===== src/rtl/dbg_txn_pkg.sv =====
package dbg_txn_pkg;
  localparam int ACK_W   = 3;
  localparam int DATA_W  = 32;
  localparam int ADDR_W  = 2;
  localparam int SCAN_W  = ACK_W + DATA_W;

  localparam logic [ACK_W-1:0] ACK_OK   = 3'b010;
  localparam logic [ACK_W-1:0] ACK_WAIT = 3'b001;

  localparam logic [ADDR_W-1:0] CSR_ADDR = 2'b01;

  localparam int CSR_ODEN    = 0;
  localparam int CSR_ORUN    = 1;
  localparam int CSR_ERR     = 2;
  localparam int CSR_MIN_LSB = 8;

  typedef struct packed {
    logic [DATA_W-1:0] wdata;
    logic [ADDR_W-1:0] addr;
    logic              rnw;
  } upd_word_t;
endpackage


===== src/rtl/dbg_turn_cnt.sv =====
module dbg_turn_cnt #(
  parameter int W = 8
) (
  input  logic         clk,
  input  logic         rst_n,
  input  logic         restart,
  output logic [W-1:0] count
);
  localparam logic [W-1:0] SAT = {W{1'b1}};

  always_ff @(posedge clk or negedge rst_n) begin
    if (!rst_n) begin
      count <= SAT;
    end else if (restart) begin
      count <= W'(1);
    end else if (count != SAT) begin
      count <= count + W'(1);
    end
  end
endmodule


===== src/rtl/dbg_ctrl_regs.sv =====
module dbg_ctrl_regs
  import dbg_txn_pkg::*;
#(
  parameter int TURN_W = 8
) (
  input  logic              clk,
  input  logic              rst_n,
  input  logic              wr_en,
  input  logic              wr_oden,
  input  logic              wr_clr_orun,
  input  logic              wr_clr_err,
  input  logic [TURN_W-1:0] wr_min,
  input  logic              set_orun,
  input  logic              set_err,
  output logic              oden,
  output logic              orun,
  output logic              err,
  output logic [TURN_W-1:0] min_turn,
  output logic [DATA_W-1:0] rd_value
);
  always_ff @(posedge clk or negedge rst_n) begin
    if (!rst_n) begin
      oden     <= 1'b0;
      orun     <= 1'b0;
      err      <= 1'b0;
      min_turn <= '0;
    end else begin
      if (wr_en) begin
        oden     <= wr_oden;
        min_turn <= wr_min;
      end
      if (set_orun) begin
        orun <= 1'b1;
      end else if (wr_en && wr_clr_orun) begin
        orun <= 1'b0;
      end
      if (set_err) begin
        err <= 1'b1;
      end else if (wr_en && wr_clr_err) begin
        err <= 1'b0;
      end
    end
  end

  always_comb begin
    rd_value = '0;
    rd_value[CSR_ODEN] = oden;
    rd_value[CSR_ORUN] = orun;
    rd_value[CSR_ERR]  = err;
    rd_value[CSR_MIN_LSB +: TURN_W] = min_turn;
  end
endmodule


===== src/rtl/dbg_scan_txn.sv =====
module dbg_scan_txn
  import dbg_txn_pkg::*;
#(
  parameter int TURN_W = 8
) (
  input  logic              clk,
  input  logic              rst_n,
  input  logic              sel_dp,
  input  logic              sel_ap,
  input  logic              upd_dr,
  input  logic              cap_dr,
  input  logic [SCAN_W-1:0] upd_word,
  output logic [SCAN_W-1:0] cap_word,
  output logic              req_valid,
  output logic              req_rnw,
  output logic [ADDR_W-1:0] req_addr,
  output logic [DATA_W-1:0] req_wdata,
  input  logic              rsp_valid,
  input  logic [DATA_W-1:0] rsp_rdata,
  input  logic              rsp_fault
);
  upd_word_t         uw;
  logic              scan_act, capture, update, launch;
  logic              early, give_wait;
  logic              busy, pend_rnw, last_wait;
  logic [DATA_W-1:0] result;
  logic [TURN_W-1:0] turn_cnt, min_turn;
  logic              oden, orun_sticky, err_sticky;
  logic [DATA_W-1:0] csr_rd;
  logic              csr_wr;

  assign uw        = upd_word_t'(upd_word);
  assign scan_act  = sel_dp | sel_ap;
  assign capture   = cap_dr & scan_act;
  assign update    = upd_dr & scan_act;
  assign launch    = update & ~last_wait;
  assign early     = turn_cnt < min_turn;
  assign give_wait = busy | early;
  assign csr_wr    = launch & sel_dp & ~uw.rnw & (uw.addr == CSR_ADDR);

  dbg_turn_cnt #(.W(TURN_W)) u_turn (
    .clk     (clk),
    .rst_n   (rst_n),
    .restart (update),
    .count   (turn_cnt)
  );

  dbg_ctrl_regs #(.TURN_W(TURN_W)) u_csr (
    .clk         (clk),
    .rst_n       (rst_n),
    .wr_en       (csr_wr),
    .wr_oden     (uw.wdata[CSR_ODEN]),
    .wr_clr_orun (uw.wdata[CSR_ORUN]),
    .wr_clr_err  (uw.wdata[CSR_ERR]),
    .wr_min      (uw.wdata[CSR_MIN_LSB +: TURN_W]),
    .set_orun    (capture & give_wait & oden),
    .set_err     (rsp_valid & busy & rsp_fault),
    .oden        (oden),
    .orun        (orun_sticky),
    .err         (err_sticky),
    .min_turn    (min_turn),
    .rd_value    (csr_rd)
  );

  always_ff @(posedge clk or negedge rst_n) begin
    if (!rst_n) begin
      busy      <= 1'b0;
      pend_rnw  <= 1'b0;
      last_wait <= 1'b0;
      result    <= '0;
      cap_word  <= '0;
      req_valid <= 1'b0;
      req_rnw   <= 1'b0;
      req_addr  <= '0;
      req_wdata <= '0;
    end else begin
      req_valid <= 1'b0;
      if (rsp_valid && busy) begin
        busy   <= 1'b0;
        result <= (pend_rnw && !rsp_fault) ? rsp_rdata : '0;
      end
      if (capture) begin
        last_wait <= give_wait;
        cap_word  <= give_wait ? {{DATA_W{1'b0}}, ACK_WAIT} : {result, ACK_OK};
      end
      if (launch) begin
        if (sel_ap && !orun_sticky) begin
          req_valid <= 1'b1;
          req_rnw   <= uw.rnw;
          req_addr  <= uw.addr;
          req_wdata <= uw.wdata;
          busy      <= 1'b1;
          pend_rnw  <= uw.rnw;
          result    <= '0;
        end else if (sel_ap) begin
          result <= '0;
        end else begin
          result <= (uw.rnw && uw.addr == CSR_ADDR) ? csr_rd : '0;
        end
      end
    end
  end
endmodule


===== config.mk =====
export PLATFORM = sky130hd
export DESIGN_NAME = dbg_scan_txn
export DESIGN_NICKNAME = d
export VERILOG_FILES = /design/src/rtl/dbg_txn_pkg.sv /design/src/rtl/dbg_turn_cnt.sv /design/src/rtl/dbg_ctrl_regs.sv /design/src/rtl/dbg_scan_txn.sv
export SDC_FILE = /design/constraint.sdc
export NUM_CORES = 1
export LEC_CHECK = 0
export ABC_AREA = 1
export CAP_MARGIN = 20
export CELL_PAD_IN_SITES_DETAIL_PLACEMENT = 0
export CELL_PAD_IN_SITES_GLOBAL_PLACEMENT = 1
export CORE_AREA = 2 2 123 125
export CTS_BUF_LIST = sky130_fd_sc_hd__clkbuf_8
export CTS_CLUSTER_SIZE = 16
export DETAILED_ROUTE_END_ITERATION = 10
export DIE_AREA = 0 0 125 127
export PLACE_DENSITY = 0.91
export SLEW_MARGIN = 10
export SYNTH_ARGS = -nofsm -noshare
export SYNTH_HDL_FRONTEND = slang
export SYNTH_SLANG_ARGS = --single-unit

===== constraint.sdc =====
create_clock -name clk -period 1.71 [get_ports clk]
set_input_delay 0.171 -clock clk [delete_from_list [all_inputs] [get_ports clk]]
set_output_delay 0.171 -clock clk [all_outputs]
set_load 0.01 [all_outputs]

==> flow_metrics.tcl <==
set metrics [dict create \
    outcome "finished clean" \
    io_pins 146 \
    start_kind "flop" \
    power_density_nw_per_um2 1300 \
    drt-initial-drc-count 287 \
    yosysMostFrequentCell "nand2_1" \
    numCtsBuffers 17 \
    synth_edf_count 0 \
    leakagePower_nw 3.55 \
    wl_per_cell_um 15.2 \
    vias_per_cell 4.87 \
    synth_ff_type "dfrtp_1" \
    synth_fp_nets 667 \
    netlist_instances 584 \
    yosys-top-cells-area "dfrtp_1 (54%), nand2_1 (16%), nand4_1 (5.5%)" \
    preCtsSetupSlack_ps 36.8 \
    diodes 0 \
    dp_hpwl_um 9540 \
    clk_pin_slew_ps 70 \
    rsz0062_at_grt "yes" \
    cts_tree "done" \
    finClkSkew_ps 10.1 \
    grt_max_degree 47 \
    worstPathMaxFanout 8 \
    grt_pass1_vias 4748 \
    synth_area_per_cell_sq_um 9.01 \
    tightestPinTransition_ps 606 \
    setup_ws_ps 32.3 \
    drive_above_1_share_pct 11.3 \
    grt_pass1_wl_um 23000 \
    final_area_sq_um 7480 \
    fin_crit_sh_pct 98.1 \
    drv_cap 0 \
    clock.fmax_ghz 0.596 \
    initial_utilization_pct 36.5 \
    yosysUniqueCellTypes 33 \
    finalWeightedCongestion 0.871 \
    yosysWarnings 0 \
    fp.dieArea_sq_um 15900 \
    clk_latency_ps 440 \
    maxSlewViolCount 0 \
    ys_ff_latch 122 \
    crit_slowest_cell "dfstp_2" \
    crit_path_frequent_cell "nand2_1" \
    synth_top_cell_area_share_pct 54.2 \
    seq_area_frac_synth_pct 58.2 \
    ir_worst_vdd_uv 862 \
    crit_required_ps 2030 \
    ant_nets 0 \
    critical_path.top_delay_family "flip-flops" \
    grt_usage_pct 18.2 \
    nFillCells 1325 \
    critical_path_class "reg -> reg" \
    yosysTopAreaCell "dfrtp_1" \
    cts_root_buf "clkbuf_8" \
    worstPathCellList "ha_4, nand2_2, nand2_1, nand2_1, nand2_1, nand2_2, nand2_8, clkbuf_16, nand4_1, nand2_1" \
    syn_to_final_growth_pct 42.1 \
    cts.sinks 122 \
    finalHoldViolations 0 \
    hold_class "in -> async" \
    max_stage_delay_ps 600 \
    postSynth.asyncResetShare_pct 100 \
    die_h_um 127 \
    firstDrtPassIters 4 \
    cts_buffer_depth 2 \
    arrival_ps 2000 \
    total_power_mw 9.72 \
    slew_headroom_pct 59.5 \
    synthTopCellsByCount "nand2_1 (229), dfrtp_1 (114), nand4_1 (46)" \
    critPathBufInv 1 \
    die_width_um 125 \
    antenna_found_initial 0 \
    final-setup-viol-count 0 \
    overflow 0 \
    rows 44 \
    htree_levels 4 \
    portBuffers 144 \
    crit_path_end_kind "flop" \
    syn_area_sq_um 5260 \
    core_sq_um 14400 \
    min_period_ps 1680 \
    nets 821 \
    drc 0 \
    post_dp_cell_area_sq_um 6960 \
    via_count 4546 \
    drt_wl_total_um 14100 \
]
==> layer usage <==
layer,global-route usage (%),wire (um)
met5,0,0
met4,6.93,199
met3,6.20,1110
met2,29.0,6580
met1,23.0,6240
==> report_power, final <==
part / internal, mW / leakage [nW] / switching [mW] / total (mW)
clock network: 1.23 / 0.203 / 1.03 / 2.26
registers: 3.58 / 1.60 / 0.464 / 4.05
logic: 1.80 / 1.75 / 1.62 / 3.41
total: 6.61 / 3.55 / 3.12 / 9.72
==> kinds of logic (layout without fill, tap and decap cells) <==
group | Yosys count | after routing | synth area share [%]
adder cells (fa/ha/maj) | 8 | 8 | 1.90
AND/OR/NAND/NOR | 297 | 297 | 24.6
other | 1 | 1 | 0.0712
AO/OA/AOI/OAI | 75 | 75 | 8.37
flip-flops | 122 | 122 | 58.2
buffers and inverters | 81 | 246 | 6.92
==> sequential cells by signal (all words and copies together), names as in the netlist <==
register and flops:
cap_word 34, req_wdata 32, result 32, u_csr.min_turn 8, u_turn.count 8, req_addr 2, busy 1, pend_rnw 1
req_valid 1, u_csr.err 1, u_csr.oden 1, u_csr.orun 1
==> metrics by stage <==
step / utilization (%) / cells / hold slack (ps) / TNS [ps]
CTS: 50.8 / 927 / 201 / 0
floorplan: - / 584 / -125 / 0
detailed placement: 48.3 / 896 / 150 / 0
global placement: 48.3 / 896 / 138 / 0
global route: 51.8 / 933 / 236 / -414
finish: 51.8 / 933 / 222 / 0
==> layout by cell type (no fill, tap or decap), types with 4 or more instances in the layout <==
cell type and instances:
nand3_1 6, buf_4 18, clkdlybuf4s50_1 142, o221ai_1 10
inv_1 47, o21ai_0 18, dfrtp_1 113, buf_12 6
ha_1 6, a21oi_1 23, dfstp_2 8, clkbuf_8 24
nand4_1 46, nor2_1 4, o21ai_1 14, nand2_1 227
==> timing repair <==
item | in CTS | in global routing
buffers inserted | 0 | 3
hold buffers | 1 | 0
endpoints found under the hold margin | 30 | 0
gates resized for setup | 2 | 15
gates cloned | 0 | 3
pin swaps | 0 | 10
setup endpoints to repair | 1 | 34
==> final timing paths <==
| kind | depth (start not counted) | startpoint | slack, ps | to |
|---|---|---|---|---|
| max reg2reg | 10 | u_turn.count[1] | 30 | cap_word[12] |
| min in group clk | 3 | upd_word[29] | 270 | req_wdata[26] |
| min reg2reg | 2 | cap_word[21] | 470 | cap_word[21] |
| min | 2 | rst_n | 220 | req_wdata[15] |
| max | 10 | u_turn.count[1] | 30 | cap_word[12] |
| max in group asynchronous | 3 | rst_n | 870 | result[28] |
==> cell type report <==
| class | instances | area (sq um) | share of cell area, % |
|---|---|---|---|
| Clock buffer | 24 | 330 | 4.42 |
| Clock inverter | 6 | 23.8 | 0.318 |
| Inverter | 45 | 169 | 2.26 |
| Multi-Input combinational cell | 381 | 1900 | 25.5 |
| Sequential cell | 122 | 3060 | 41.0 |
| Tap cell | 184 | 230 | 3.08 |
| Timing Repair Buffer | 171 | 1760 | 23.5 |
Note: power is estimated with default switching activity, not from simulation.
